--- config.mk ---
export PLATFORM = sky130hd
export DESIGN_NAME = issue_mul_pipe
export DESIGN_NICKNAME = d
export VERILOG_FILES = /design/src/rtl/imp_pkg.sv /design/src/rtl/imp_regfile.sv /design/src/rtl/imp_stagepipe.sv /design/src/rtl/issue_mul_pipe.sv
export SDC_FILE = /design/constraint.sdc
export NUM_CORES = 2
export LEC_CHECK = 0
export CAP_MARGIN = 30
export CELL_PAD_IN_SITES_DETAIL_PLACEMENT = 1
export CELL_PAD_IN_SITES_GLOBAL_PLACEMENT = 1
export CORE_MARGIN = 1.5
export CORE_UTILIZATION = 58
export CTS_BUF_LIST = sky130_fd_sc_hd__clkbuf_4
export DETAILED_ROUTE_END_ITERATION = 8
export DONT_BUFFER_PORTS = 1
export PLACE_DENSITY = 0.87
export SYNTH_ARGS = -nofsm -noshare
export SYNTH_HDL_FRONTEND = slang
export SYNTH_SLANG_ARGS = --single-unit
--- constraint.sdc ---
create_clock -name clk -period 11.3 [get_ports clk]
set_input_delay 1.13 -clock clk [delete_from_list [all_inputs] [get_ports clk]]
set_output_delay 1.13 -clock clk [all_outputs]
set_load 0.02 [all_outputs]
--- src/rtl/imp_pkg.sv ---
package imp_pkg;
   function automatic logic [63:0] low_product(input logic [31:0] a, input logic [31:0] b);
      return 64'(a) * 64'(b);
   endfunction
endpackage

--- src/rtl/imp_regfile.sv ---
module imp_regfile #(
   parameter int DATA_W = 64,
   parameter int REGS   = 16,
   localparam int IDX_W = $clog2(REGS)
) (
   input  logic              clk,
   input  logic              rst,
   input  logic              wa_en,
   input  logic [IDX_W-1:0]  wa_idx,
   input  logic [DATA_W-1:0] wa_data,
   input  logic              wb_en,
   input  logic [IDX_W-1:0]  wb_idx,
   input  logic [DATA_W-1:0] wb_data,
   input  logic [IDX_W-1:0]  ra_idx,
   output logic [DATA_W-1:0] ra_data,
   input  logic [IDX_W-1:0]  rb_idx,
   output logic [DATA_W-1:0] rb_data
);
   if (REGS < 2 || (1 << IDX_W) != REGS) begin : g_bad_regs
      $error("imp_regfile: REGS must be a power of two of at least 2");
   end

   logic [DATA_W-1:0] ent [REGS];

   for (genvar i = 0; i < REGS; i++) begin : g_ent
      if (i == 0) begin : g_zero
         assign ent[i] = '0;
      end else begin : g_flop
         always_ff @(posedge clk) begin
            if (rst)                                ent[i] <= '0;
            else if (wa_en && wa_idx == IDX_W'(i))  ent[i] <= wa_data;
            else if (wb_en && wb_idx == IDX_W'(i))  ent[i] <= wb_data;
         end
      end
   end

   assign ra_data = ent[ra_idx];
   assign rb_data = ent[rb_idx];
endmodule

--- src/rtl/imp_stagepipe.sv ---
module imp_stagepipe #(
   parameter int DATA_W = 64,
   parameter int MUL_W  = 32,
   parameter int STAGES = 2
) (
   input  logic              clk,
   input  logic              rst,
   input  logic              adv,
   input  logic [DATA_W-1:0] op_a,
   input  logic [DATA_W-1:0] op_b,
   output logic              out_vld,
   output logic [DATA_W-1:0] out_data
);
   if (STAGES < 2) begin : g_bad_stages
      $error("imp_stagepipe: STAGES must be at least 2");
   end
   if (MUL_W != 32 || DATA_W != 64) begin : g_bad_width
      $error("imp_stagepipe: the product function expects a 32-bit multiply into 64 bits");
   end

   logic [MUL_W-1:0]  s0_a, s0_b;
   logic              s0_v;
   logic [DATA_W-1:0] pd [1:STAGES-1];
   logic [STAGES-1:1] pv;
   logic              unused_hi;

   assign unused_hi = ^{op_a[DATA_W-1:MUL_W], op_b[DATA_W-1:MUL_W]};

   always_ff @(posedge clk) begin
      if (rst) begin
         s0_v <= 1'b0;
      end else if (adv) begin
         s0_v <= 1'b1;
         s0_a <= op_a[MUL_W-1:0];
         s0_b <= op_b[MUL_W-1:0];
      end
   end

   always_ff @(posedge clk) begin
      if (rst) begin
         pv[1] <= 1'b0;
      end else if (adv) begin
         pv[1] <= s0_v;
         pd[1] <= imp_pkg::low_product(s0_a, s0_b);
      end
   end

   for (genvar i = 2; i < STAGES; i++) begin : g_stage
      always_ff @(posedge clk) begin
         if (rst) begin
            pv[i] <= 1'b0;
         end else if (adv) begin
            pv[i] <= pv[i-1];
            pd[i] <= pd[i-1];
         end
      end
   end

   assign out_vld  = pv[STAGES-1];
   assign out_data = pd[STAGES-1];
endmodule

--- src/rtl/issue_mul_pipe.sv ---
module issue_mul_pipe #(
   parameter int DATA_W = 64,
   parameter int REGS   = 16,
   parameter int MUL_W  = 32,
   parameter int STAGES = 2,
   localparam int IDX_W = $clog2(REGS)
) (
   input  logic              clk,
   input  logic              rst,
   input  logic              issue,
   input  logic              piped,
   input  logic [IDX_W-1:0]  src_a,
   input  logic [IDX_W-1:0]  src_b,
   input  logic [IDX_W-1:0]  dst,
   input  logic              ld_en,
   input  logic [IDX_W-1:0]  ld_idx,
   input  logic [DATA_W-1:0] ld_data,
   output logic              wr_en,
   output logic [IDX_W-1:0]  wr_idx,
   output logic [DATA_W-1:0] wr_data
);
   if (DATA_W < 2 * MUL_W) begin : g_bad_data
      $error("issue_mul_pipe: DATA_W must hold a full product");
   end

   logic              exit_vld;
   logic [DATA_W-1:0] exit_data;
   logic [DATA_W-1:0] rd_a, rd_b, opnd_a, opnd_b;
   logic              wb_fire;

   assign wb_fire = issue && piped && exit_vld && (dst != '0);
   assign opnd_a  = (wb_fire && src_a == dst) ? exit_data : rd_a;
   assign opnd_b  = (wb_fire && src_b == dst) ? exit_data : rd_b;

   imp_regfile #(.DATA_W(DATA_W), .REGS(REGS)) u_rf (
      .clk(clk), .rst(rst),
      .wa_en(wb_fire), .wa_idx(dst), .wa_data(exit_data),
      .wb_en(ld_en), .wb_idx(ld_idx), .wb_data(ld_data),
      .ra_idx(src_a), .ra_data(rd_a),
      .rb_idx(src_b), .rb_data(rd_b)
   );

   imp_stagepipe #(.DATA_W(DATA_W), .MUL_W(MUL_W), .STAGES(STAGES)) u_pipe (
      .clk(clk), .rst(rst), .adv(issue),
      .op_a(opnd_a), .op_b(opnd_b),
      .out_vld(exit_vld), .out_data(exit_data)
   );

   always_ff @(posedge clk) begin
      if (rst) begin
         wr_en   <= 1'b0;
         wr_idx  <= '0;
         wr_data <= '0;
      end else begin
         wr_en <= wb_fire;
         if (wb_fire) begin
            wr_idx  <= dst;
            wr_data <= exit_data;
         end
      end
   end
endmodule

==> summary by stage <==
Clock tree
The longest clock path from root to sink contains 3 buffers. The tree built by TritonCTS fans out to 679 sinks. The root cell of the clock tree is clkbuf_4. The clock edge transition at the registers on the reported setup and hold paths is 0.08 ns. For the worst-skew pair, the clock arrives at the later sink with an insertion delay of 1.20 ns. In this run the number of H-tree levels came out at 4. The total of hold buffers inserted after clock tree synthesis is 1. The number of CTS-inserted buffers is 175. In this run, post-CTS repair resized a total of 0 instances. The number of post-CTS setup repair buffers is 0. TritonCTS built the clock tree.

GRT
The total overflow left after global routing is 0. The number of antenna violations at the first check in global routing is 29. The first global-routing pass estimated 396800 µm of wire. The total routing resource utilization after global routing is 0.4387.

The via count of the first global-routing pass is 65110. Entering global routing, the biggest net connects 553 pins.

Synth
The synthesized design contains 128 enable-type register cells. The total standard cell area after synthesis is 0.06903 mm². For this run, the register share of the synthesized area comes to 0.2155.

The most common flop cell mapped by yosys is dfxtp_1. During synthesis, Yosys emitted a total of 0 warnings. The average instance in the mapped netlist occupies 9.946 µm². The synthesized netlist contains 69 unique library cells. In this run, synthesis produced a sequential element count of 679.

The share of synthesized flip-flops with an asynchronous set or reset is 0. The number of instances in the synthesized netlist is 6941. The number of nets produced by synthesis is 8185.

Floorplanning
In this run the count of I/O pins placed on the die edge is 154. The standard-cell row count is 126. The die extent in y is 348 µm. The floorplan die area is 0.1211 mm².

The die is 348 µm wide. The placeable core region is 0.1181 mm². The initial standard-cell utilization of the core is 0.5846.

STA
The worst-case headroom to the max-slew limit is -0.5366. The number of failing setup endpoints in the final timing report is 0. The number of pins exceeding their max-slew limit in the final report is 383. The number of failing hold endpoints at the final stage was 0. For the finished layout, the period the worst path requires is 9.066 ns. Adding up every negative setup slack in the final design gives 0 ns. The worst-margin pin slew is 2.305 ns. Setup repair after global routing left no endpoint under its margin. The largest clock skew in the final design is 0.08909 ns.

Timing would allow up to 110.3 MHz. The period utilization is 0.8023.

Routing
The final routed DRC violation total is 0. The count of nets left with antenna violations once routing finished came out at 0. The pre-antenna-repair detailed-routing pass consisted of 6 iterations. Across all layers, the routed design uses 57390 vias.

Wires add up to 264900 µm. The number of DRC markers after the initial detailed-route iteration is 6454. After detailed routing, the average wire length per cell comes to 31.94 µm.

Dividing the detail-routed via count by the number of cells gives 6.920.

Job
Across the run, the number of max-cap violations was 0.

Cells and area
The most frequent standard cell in the layout excluding fill and tap cells is fa_1. In the layout the commonest cells are 896 x fa_1, 849 x inv_1, 605 x nand2_1. The area growth from synthesis to final layout is 4.520%. The net count of the finished layout is 7847. The ratio of cells with drive above 1 in the final layout is 0.1233. The finished layout cell area is 0.07215 mm².

Critical path
The worst flop-to-flop path startpoint is u_pipe.s0_a[9]. The startpoint type of the worst setup path is a flop. The worst setup path is of the flop to flop kind. The critical path launch point is u_pipe.s0_a[9]. The highest fanout seen on the critical path is 18. The type of element capturing the critical path is a flop. The critical path required time is 12.14 ns.

The arrival time reported for the critical path endpoint is 9.91 ns.

Placement
During placement, the flow inserted port buffers numbering 0. The total placed instance area is 0.06960 mm². The HPWL after detailed placement is 161000 µm. The weighted congestion reported at the end of routability-driven placement is 0.9225.

Outcome
The run finished, with violations left. The final reports fail on slew limit.

Power
The power per standard cell area is 319.7 mW/mm². VDD sags by at most 0.6337 mV. The static power due to leakage is 31.06 nW.

Hold path
The worst hold path begins at rst. The path category of the worst min-delay check is primary input to flop.
-- kinds of logic after synthesis --
| kind of cell | share of synthesized area |
|---|---|
| AND/OR/NAND/NOR | 0.1275 |
| buffers and inverters | 0.08094 |
| adder cells (fa/ha/maj) | 0.3075 |
| multiplexers | 0.1741 |
| AO/OA/AOI/OAI | 0.08600 |
| flip-flops | 0.2155 |
| XOR/XNOR | 0.008500 |
-- cells in the mapped netlist (29+ instances only) --
master / instances / share of area
mux2_2: 128 / 0.021
ha_1: 263 / 0.048
xnor2_1: 43 / 0.0055
clkbuf_1: 487 / 0.026
a22o_1: 64 / 0.0081
nor2_1: 530 / 0.029
edfxtp_1: 128 / 0.056
buf_1: 95 / 0.0052
fa_1: 896 / 0.26
o21ai_0: 35 / 0.0025
nand2_1: 616 / 0.033
a21o_1: 29 / 0.0032
inv_1: 849 / 0.046
and2_1: 604 / 0.055
a21oi_1: 134 / 0.0097
mux2i_1: 481 / 0.070
buf_2: 41 / 0.0030
dfxtp_1: 551 / 0.16
a211oi_1: 485 / 0.053
mux4_2: 256 / 0.084
-- flip-flops by register name, summed over array words and instances, names as in the netlist --
register        count
wr_data            64
u_pipe.pd          64
wr_en               1
u_pipe.s0_v         1
u_pipe.out_vld      1
u_rf.ent          480
u_pipe.s0_b        32
u_pipe.s0_a        32
wr_idx              4
-- worst paths after layout --
| path | to | slack, ns | depth (start not counted) |
|---|---|---|---|
| setup / recovery | u_pipe.pd[1][62] | 2.23 | 22 |
| hold / removal | wr_data[15] | 0.10 | 1 |
| setup reg to reg | u_pipe.pd[1][62] | 2.23 | 22 |
| hold reg to reg | u_pipe.s0_v | 0.48 | 2 |
-- metrics by stage --
stage          total power, mW    util  instances  hold WS, ns  setup WS (ns)
6_report                 23.06  0.6111       8294       0.1011          2.234
5_1_grt                  24.44  0.6108       8284      0.06315          2.060
4_1_cts                  22.43  0.6091       8268     0.002303          2.340
3_5_place_dp             19.79  0.5894       7954       0.4631          2.522
3_3_place_gp             19.20  0.5885       7950       0.4503          2.744
2_1_floorplan            14.56       -       6941       0.4377          3.546
-- area by class of cell --
type / instances / area, µm²
Clock inverter: 46 / 307.8
Fill cell: 12750 / 45930
Tap cell: 1536 / 1922
Sequential cell: 679 / 14870
Inverter: 849 / 3187
Clock buffer: 267 / 2004
Antenna cell: 19 / 47.55
Timing Repair Buffer: 109 / 1033
Multi-Input combinational cell: 4789 / 48780
-- per-layer routing --
metal,global-route usage,part of all wire
met3,0.1292,0.12
met1,0.5054,0.34
met2,0.6966,0.46
met4,0.3235,0.081
met5,0,0.00056
-- worst max-delay path, cell delays in order, from the launching register on --
cell,delay [ns]
edfxtp_1,0.81
and2_1,0.41
fa_1,0.59
inv_1,0.10
fa_1,0.56
inv_1,0.06
fa_1,0.51
inv_1,0.06
fa_1,0.55
inv_1,0.06
fa_1,0.51
fa_1,0.44
fa_1,0.56
fa_1,0.50
ha_1,0.41
nand2_1,0.13
nor3_1,0.34
nand3_1,0.18
o211ai_1,0.30
nor2_4,0.10
o21ai_2,0.69
nor4_1,0.13
a2111oi_1,0.73
-- power breakdown --
group,internal (mW),leakage (nW),switching (mW),total (mW)
clock,1.17,1.38,1.21,2.38
combinational,5.96,24.0,11.1,17.0
sequential,3.26,5.68,0.391,3.65
total,10.4,31.1,12.7,23.1
No activity file was read; power rests on OpenSTA's default activity.
